[config.mk]
export PLATFORM = sky130hd
export DESIGN_NAME = reglist_xfer_seq
export DESIGN_NICKNAME = d
export VERILOG_FILES = /design/src/rtl/reglist_seq_pkg.sv /design/src/rtl/rl_prio_enc.sv /design/src/rtl/rl_addr_gen.sv /design/src/rtl/rl_ctrl.sv /design/src/rtl/reglist_xfer_seq.sv
export SDC_FILE = /design/constraint.sdc
export NUM_CORES = 1
export LEC_CHECK = 0
export BUFFER_PORTS_ARGS = -buffer_cell sky130_fd_sc_hd__buf_2
export CELL_PAD_IN_SITES_DETAIL_PLACEMENT = 1
export CELL_PAD_IN_SITES_GLOBAL_PLACEMENT = 2
export CORE_MARGIN = 10
export CORE_UTILIZATION = 20
export CTS_BUF_LIST = sky130_fd_sc_hd__clkbuf_4
export DETAILED_ROUTE_END_ITERATION = 16
export GPL_TIMING_DRIVEN = 0
export PLACE_DENSITY = 0.85
export SLEW_MARGIN = 20
export SYNTH_ARGS = -nofsm -noshare
export SYNTH_HDL_FRONTEND = slang
export SYNTH_SLANG_ARGS = --single-unit
[constraint.sdc]
create_clock -name clk -period 1.8 [get_ports clk]
set_input_delay 0.36 -clock clk [delete_from_list [all_inputs] [get_ports clk]]
set_output_delay 0.36 -clock clk [all_outputs]
set_load 0.005 [all_outputs]
[src/rtl/reglist_seq_pkg.sv]
package reglist_seq_pkg;

  typedef enum logic [1:0] {
    SQ_IDLE  = 2'd0,
    SQ_MOVE  = 2'd1,
    SQ_WBACK = 2'd2,
    SQ_FIN   = 2'd3
  } seq_state_e;

endpackage

[src/rtl/rl_prio_enc.sv]
// Lowest-set-bit finder: one-hot grant plus binary index.
module rl_prio_enc #(
  parameter int N = 8,
  localparam int IW = (N > 1) ? $clog2(N) : 1
) (
  input  logic [N-1:0]  req_i,
  output logic [N-1:0]  grant_o,
  output logic [IW-1:0] idx_o
);

  logic [N-1:0] lower_any;

  genvar g;
  generate
    for (g = 0; g < N; g++) begin : g_chain
      if (g == 0) begin : g_first
        assign lower_any[g] = 1'b0;
      end else begin : g_rest
        assign lower_any[g] = lower_any[g-1] | req_i[g-1];
      end
      assign grant_o[g] = req_i[g] & ~lower_any[g];
    end
  endgenerate

  always_comb begin
    idx_o = '0;
    for (int i = 0; i < N; i++) begin
      if (grant_o[i]) idx_o = idx_o | IW'(i);
    end
  end

endmodule

[src/rtl/rl_addr_gen.sv]
// Address register: loaded at launch, stepped by one word per accepted transfer.
module rl_addr_gen #(
  parameter int WORD_W = 32,
  parameter int STEP   = 4
) (
  input  logic              clk,
  input  logic              rst_n,
  input  logic              load_en_i,
  input  logic [WORD_W-1:0] load_val_i,
  input  logic              step_en_i,
  output logic [WORD_W-1:0] addr_o
);

  logic [WORD_W-1:0] addr_q, addr_d;
  logic              addr_en;

  always_comb begin
    addr_en = load_en_i | step_en_i;
    addr_d  = addr_q;
    if (load_en_i)      addr_d = load_val_i;
    else if (step_en_i) addr_d = addr_q + WORD_W'(STEP);
  end

  always_ff @(posedge clk or negedge rst_n) begin
    if (!rst_n)       addr_q <= '0;
    else if (addr_en) addr_q <= addr_d;
  end

  assign addr_o = addr_q;

endmodule

[src/rtl/rl_ctrl.sv]
// Sequencing control: state, pending register mask, direction and base index.
module rl_ctrl
  import reglist_seq_pkg::*;
#(
  parameter int N = 8,
  localparam int IW = (N > 1) ? $clog2(N) : 1
) (
  input  logic          clk,
  input  logic          rst_n,
  input  logic          start_i,
  input  logic          load_i,
  input  logic [N-1:0]  list_i,
  input  logic [IW-1:0] base_idx_i,
  input  logic [N-1:0]  grant_i,
  input  logic          beat_i,
  output seq_state_e    state_o,
  output logic [N-1:0]  pend_o,
  output logic          load_o,
  output logic [IW-1:0] base_idx_o,
  output logic          launch_o
);

  seq_state_e    state_q, state_d;
  logic [N-1:0]  pend_q, pend_d, pend_after;
  logic          pend_en, op_en;
  logic          load_q;
  logic [IW-1:0] base_q;

  always_comb begin
    launch_o   = start_i && (state_q == SQ_IDLE);
    pend_after = pend_q & ~grant_i;
    state_d    = state_q;
    unique case (state_q)
      SQ_IDLE:  if (launch_o) state_d = (list_i == '0) ? SQ_FIN : SQ_MOVE;
      SQ_MOVE:  if (beat_i)   state_d = (pend_after == '0) ? SQ_WBACK : SQ_MOVE;
      SQ_WBACK: state_d = SQ_FIN;
      SQ_FIN:   state_d = SQ_IDLE;
      default:  state_d = SQ_IDLE;
    endcase
  end

  always_comb begin
    op_en   = launch_o;
    pend_en = launch_o | ((state_q == SQ_MOVE) & beat_i);
    pend_d  = launch_o ? list_i : pend_after;
  end

  always_ff @(posedge clk or negedge rst_n) begin
    if (!rst_n) state_q <= SQ_IDLE;
    else        state_q <= state_d;
  end

  always_ff @(posedge clk or negedge rst_n) begin
    if (!rst_n)       pend_q <= '0;
    else if (pend_en) pend_q <= pend_d;
  end

  always_ff @(posedge clk or negedge rst_n) begin
    if (!rst_n) begin
      load_q <= 1'b0;
      base_q <= '0;
    end else if (op_en) begin
      load_q <= load_i;
      base_q <= base_idx_i;
    end
  end

  assign state_o    = state_q;
  assign pend_o     = pend_q;
  assign load_o     = load_q;
  assign base_idx_o = base_q;

endmodule

[src/rtl/reglist_xfer_seq.sv]
module reglist_xfer_seq
  import reglist_seq_pkg::*;
#(
  parameter int NREG   = 8,
  parameter int WORD_W = 32,
  localparam int IDX_W = (NREG > 1) ? $clog2(NREG) : 1
) (
  input  logic              clk,
  input  logic              rst_n,
  input  logic              start,
  input  logic              start_load,
  input  logic [NREG-1:0]   start_list,
  input  logic [IDX_W-1:0]  start_base_idx,
  input  logic [WORD_W-1:0] start_base_val,
  output logic [IDX_W-1:0]  rf_rd_idx,
  input  logic [WORD_W-1:0] rf_rd_data,
  output logic              rf_wr_en,
  output logic [IDX_W-1:0]  rf_wr_idx,
  output logic [WORD_W-1:0] rf_wr_data,
  output logic              bus_req,
  output logic              bus_we,
  output logic [WORD_W-1:0] bus_addr,
  output logic [WORD_W-1:0] bus_wdata,
  input  logic [WORD_W-1:0] bus_rdata,
  input  logic              bus_ready,
  output logic              busy,
  output logic              done
);

  localparam int STEP_BYTES = WORD_W / 8;

  seq_state_e        state;
  logic [NREG-1:0]   pend, grant;
  logic [IDX_W-1:0]  cur_idx, base_idx;
  logic              is_load, launch, beat, in_move, in_wb;
  logic [WORD_W-1:0] addr;

  rl_prio_enc #(.N(NREG)) u_enc (
    .req_i   (pend),
    .grant_o (grant),
    .idx_o   (cur_idx)
  );

  rl_ctrl #(.N(NREG)) u_ctrl (
    .clk        (clk),
    .rst_n      (rst_n),
    .start_i    (start),
    .load_i     (start_load),
    .list_i     (start_list),
    .base_idx_i (start_base_idx),
    .grant_i    (grant),
    .beat_i     (beat),
    .state_o    (state),
    .pend_o     (pend),
    .load_o     (is_load),
    .base_idx_o (base_idx),
    .launch_o   (launch)
  );

  rl_addr_gen #(.WORD_W(WORD_W), .STEP(STEP_BYTES)) u_addr (
    .clk        (clk),
    .rst_n      (rst_n),
    .load_en_i  (launch),
    .load_val_i (start_base_val),
    .step_en_i  (beat),
    .addr_o     (addr)
  );

  always_comb begin
    in_move    = (state == SQ_MOVE);
    in_wb      = (state == SQ_WBACK);
    beat       = in_move & bus_ready;
    bus_req    = in_move;
    bus_we     = in_move & ~is_load;
    bus_addr   = addr;
    bus_wdata  = rf_rd_data;
    rf_rd_idx  = cur_idx;
    rf_wr_en   = (beat & is_load) | in_wb;
    rf_wr_idx  = in_wb ? base_idx : cur_idx;
    rf_wr_data = in_wb ? addr : bus_rdata;
    busy       = (state != SQ_IDLE);
    done       = (state == SQ_FIN);
  end

endmodule

After elaboration in Yosys (flattened, before gate mapping)

Index checks and enable logic that the tools add are counted.

Register bits: 46
Bits of input ports: 112
Output and inout port bits: 107
Logic and storage cells: 66

Add/sub/neg operators: 1
Eq/ne operators: 5
Muxes and demuxes: 17
Bitwise gates (word level): 30
Reductions and logical operators: 8

Operator list:

| cell                    | number |
|---|---|
| $mux W32                | 3 |
| $add A32 B3 Y32 const B | 1 |
| $logic_not A8 Y1        | 2 |
| $mux W3                 | 5 |
| $mux W2                 | 6 |
| $and A1 B1 Y1           | 11 |
| $or A1 B1 Y1            | 9 |
| $and A8 B8 Y8           | 1 |
| $mux W8                 | 1 |
| $not A1 Y1              | 8 |
| $not A8 Y8              | 1 |
| $pmux W2 S4             | 1 |
| $eq A2 B2 Y1 const B    | 2 |
| $ne A2 B1 Y1 const B    | 2 |
| $reduce_and A2 Y1       | 2 |
| $reduce_bool A2 Y1      | 2 |
| $eq A2 B1 Y1 const B    | 1 |
| $logic_not A2 Y1        | 1 |
| $logic_and A1 B1 Y1     | 1 |
| $mux W1                 | 1 |

Logic depth before layout (Yosys ltp)

Depth after elaboration: 14
Gate-level depth with buffers: 6
Mapped depth without buffers: 6

By module

A second synthesis with hierarchy kept.

Cells, all modules: 375
Area, all modules: 3608.5 um^2

By module, submodules not included:

| module           | times used | cells each | area each (um^2) |
|---|---|---|---|
| rl_addr_gen      | 1          | 217        | 1899.3 |
| reglist_xfer_seq | 1          | 78         | 868.3 |
| rl_ctrl          | 1          | 60         | 698.2 |
| rl_prio_enc      | 1          | 20         | 142.6 |

Least setup slack after synthesis

No wires, ideal clock.

Kind: register -> output
Start point: register u_ctrl.state_q[0], in the netlist u_ctrl.state_o[0]
End point: output rf_wr_data[26]
Arrival: 1.554 ns
Data required time: 1.440 ns
Path slack: -0.114 ns
Stages on the path, launching flop included: 5
Buffers on the path: 2
Cells stage by stage: dfrtp_1 nand2b_1 clkbuf_1 buf_1 mux2_2

Cells in the longest elaborated chain, start to end: 2

RTL lines:

| what                     | line                   | source |
|---|---|---|
| start: declaration       | rl_ctrl.sv:23          | `seq_state_e state_q, state_d;` |
| start signal: assignment | rl_ctrl.sv:50          | `else state_q <= state_d;` |
| $eq A2 B2 Y1             | reglist_xfer_seq.sv:71 | `in_wb = (state == SQ_WBACK);` |
| $mux W32                 | reglist_xfer_seq.sv:80 | `rf_wr_data = in_wb ? addr : bus_rdata;` |
| end: declaration         | reglist_xfer_seq.sv:19 | `output logic [WORD_W-1:0] rf_wr_data,` |

No other way between the ends.

Worst setup path in the final report

Start point: register u_ctrl.pend_q[1], in the netlist u_ctrl.pend_o[1]
End point: output rf_wr_idx[2]

Cells in the longest elaborated chain, start to end: 10

RTL lines:

| what                                         | line                                 | source |
|---|---|---|
| start: declaration                           | rl_ctrl.sv:24                        | `logic [N-1:0] pend_q, pend_d, pend_after;` |
| start signal: assignment                     | rl_ctrl.sv:55                        | `else if (pend_en) pend_q <= pend_d;` |
| $or A1 B1 Y1 (*) (3 in a row)                | rl_prio_enc.sv:19                    | `assign lower_any[g] = lower_any[g-1] \| req_i[g-1];` |
| $not A1 Y1 or $or A1 B1 Y1 (tied branches)   | rl_prio_enc.sv:21, rl_prio_enc.sv:19 |  |
| $and A1 B1 Y1 (tied with other cells)        | rl_prio_enc.sv:21                    | `assign grant_o[g] = req_i[g] & ~lower_any[g];` |
| $mux W3 (tied with other cells) (2 in a row) | rl_prio_enc.sv:28                    | `if (grant_o[i]) idx_o = idx_o \| IW'(i);` |
| $mux W3 or $and A1 B1 Y1 (tied branches)     | rl_prio_enc.sv:28, rl_prio_enc.sv:21 |  |
| $mux W3 (*)                                  | rl_prio_enc.sv:28                    |  |
| $mux W3 (*)                                  | reglist_xfer_seq.sv:79               | `rf_wr_idx = in_wb ? base_idx : cur_idx;` |
| end: declaration                             | reglist_xfer_seq.sv:18               | `output logic [IDX_W-1:0] rf_wr_idx,` |

Mark *: on every way between the ends. The rest lies on a longest branch, timed or not.

==> run_results.csv <==
group,metric,value,unit
drt,routed_wl,15.7,mm
synth,syn_avg_cell_area,8.91,um2
synth,synth_fp_nets,466,
sta,max_freq,0.471,GHz
final_layout,finish.net_count,742,
clock_network,clock_sink_count,46,
clock_network,clk_latency,0.39,ns
status,violations,"negative setup slack",
critical_path,path_class,"register to output pin",
synth,seq_area_frac_synth,36.6,%
clock_network,cts-root-buf,"clkbuf_4",
drt,drt_iter0_drc,100,
floorplan,dieArea,21100,um2
job,maxCapViolations,0,
critical_path,startpoint_type,"register",
clock_network,cts_max_level,2,
floorplan,num_io_pins,219,
sta,max-slew-margin-rel,57.3,%
sta,fin_crit_sh,118,%
global_route,grt_pass1_wl,22.3,mm
critical_path,rr_worst_depth,7,
critical_path,r2r_end,"u_ctrl.state_o[0]",
synth,yosys.cell_types.count,45,
sta,fin_worst_skew,0.0124,ns
min_path,hold_path.class,"input port to register",
final_layout,antenna_cells,0,
floorplan,design.core.area,15300,um2
critical_path,critical_path.startpoint,"u_ctrl.pend_o[1]",
synth,ys.flop_type,"dfrtp_1",
power,leakage,2.97,nW
floorplan,dieWidth,145,um
power,p_per_area,1470,nW/um2
final_layout,postLayoutCoreUtil,38.3,%
place,place.gp.congestion,0.768,
sta,drv_slew,0,
final_layout,final_cell_mix,"149 x buf_2, 102 x buf_4, 54 x buf_6",
power,p_total,8.62,mW
final_layout,final_common_cell,"buf_2",
sta,setup_slack,-0.325,ns
power,peakVddDrop,450,uV
final_layout,drive_gt1_share,68.4,%
drt,wl_per_cell,18.6,um
sta,final-setup-viol-count,48,
synth,synth-seq-cells,46,
drt,drc,0,
clock_network,cts_buffers,5,
status,status,"complete, but fails checks",
critical_path,worst-path-max-fanout,2,
place,portBuffers,186,
drt,ant_nets,0,
final_layout,syn2layout_area_growth,86.7,%
floorplan,rows,45,
global_route,grt_use_total,13.0,%
floorplan,start_util,20.5,%
global_route,gr-total-overflow,0,
synth,synth_area,3140,um2
global_route,grt_pass1_vias,4024,
critical_path,r2r_start,"u_ctrl.pend_o[1]",
clock_network,cts_tree,"done",
floorplan,fp.dieH,145,um
critical_path,crit_path_end_kind,"output pin",
global_route,grt_max_degree,47,
sta,fin_setup_tns,-9.88,ns
global_route,antenna_found_initial,1,
critical_path,endpoint,"rf_wr_idx[2]",
drt,drt_pass1_iterations,4,
critical_path,r2r_setup_slack,-0.32,ns
sta,min_period,2.12,ns
synth,async_reset_ff_share,100,%
clock_network,clockBufferDepth,2,
place,dp_hpwl,11.3,mm
synth,synth_edf_count,0,
sta,timing.final.hold_violations,0,
critical_path,cp.required,1.44,ns
drt,viasPerCell,4.44,
synth,yosys_warnings,0,
sta,worstMarginPinSlew,0.641,ns
drt,via_count,3726,
clock_network,clk_pin_slew,0.14,ns
critical_path,cp_data_arrival_time,1.76,ns
synth,syn_inst,353,
sta,rsz0062_at_grt,"true",
==> kinds of logic after synthesis <==
kind of cell / synth area share (%)
AOI/OAI and AO/OA: 11.7
xor gates and xnor gates: 6.96
adders and majority gates: 0.398
buffers and inverters: 10.1
DFF: 36.6
muxes: 12.2
and+or+nand+nor: 22.0
==> what timing repair did <==
| item | CTS | global route |
|---|---|---|
| pin swaps | 12 | 32 |
| buffers inserted | 38 | 46 |
| gates cloned | 0 | 3 |
| resized for setup | 100 | 121 |
| endpoints found under the hold margin | 14 | 0 |
| hold buffers | 1 | 0 |
| endpoints found under the setup margin | 84 | 86 |
==> where the power goes <==
group / total [mW] / leakage [nW] / internal [mW] / switching [mW]
clock: 0.536 / 0.0322 / 0.178 / 0.358
sequential: 2.18 / 0.537 / 1.58 / 0.599
combinational: 5.91 / 2.40 / 3.34 / 2.57
==> layer usage <==
layer	vias up	part of all wire, %	GRT usage, %
met5	-	0	0
met4	0	0.94	3.13
met3	13	6.7	4.32
met2	146	51	23.2
met1	1814	41	14.6
li1	1753	-	-
==> sequential cells by signal, summed over array words and instances (netlist names) <==
name               flops
u_ctrl.pend_o          8
u_ctrl.load_o          1
u_addr.addr_o         32
u_ctrl.base_idx_o      3
u_ctrl.state_o         2
==> per-stage QoR <==
step	hold slack, ns	std cells	setup WS (ns)	area [um2]
after floorplan	0.0644	353	0.00127	3170
after global placement	0.461	750	-0.568	4370
after detailed placement	0.423	750	-0.580	4370
after CTS	0.152	794	-0.419	5050
after global routing	0.164	840	-0.379	5870
final	0.154	840	-0.325	5870
==> Yosys cell counts (2+ instances only) <==
master / n / share of area [%]
buf_1: 2 / 0.24
buf_4: 32 / 7.6
xor2_1: 20 / 5.6
and3_1: 6 / 1.2
o21ai_1: 2 / 0.32
nand2b_1: 4 / 0.80
mux2_2: 34 / 12
nor2_1: 20 / 2.4
and4_1: 2 / 0.56
nand4_1: 11 / 2.2
a21oi_1: 10 / 1.6
xnor2_1: 5 / 1.4
o21ai_0: 28 / 4.5
clkbuf_1: 12 / 1.4
nand2_1: 57 / 6.8
or2_2: 2 / 0.40
a22o_1: 8 / 2.2
nor3_1: 3 / 0.48
or3_1: 3 / 0.60
nor4_4: 2 / 1.4
nand3_1: 13 / 2.1
nor4_1: 3 / 0.60
or4_1: 3 / 0.72
buf_2: 2 / 0.32
inv_1: 4 / 0.48
dfrtp_1: 46 / 37
==> cell type report <==
class / count / area (um2)
plain buffers: 44 / 394
clock buffers: 7 / 52.6
fillers: 1799 / 9450
inverters: 4 / 15.0
multi-input cells: 255 / 2050
flip-flops and latches: 46 / 1180
well taps: 211 / 264
repair buffers: 273 / 1920
==> how the worst min path moves through the flow <==
stage,start,to,cells past startpoint
6_report,start_base_val[1],u_addr.addr_o[1],3
5_1_grt,start_base_idx[0],u_ctrl.base_idx_o[0],3
4_1_cts,start_base_val[1],u_addr.addr_o[1],3
3_5_place_dp,rst_n,u_addr.addr_o[10],1
3_3_place_gp,u_ctrl.base_idx_o[2],u_ctrl.base_idx_o[2],2
2_1_floorplan,rst_n,u_addr.addr_o[0],0
==> worst max-delay path, stage by stage, from the launching register on <==
cell and delay [ns]:
dfrtp_1 0.41, or4_4 0.56, a21oi_4 0.16, mux2_4 0.17
buf_6 0.08
Note: power is estimated with default switching activity, not from simulation.
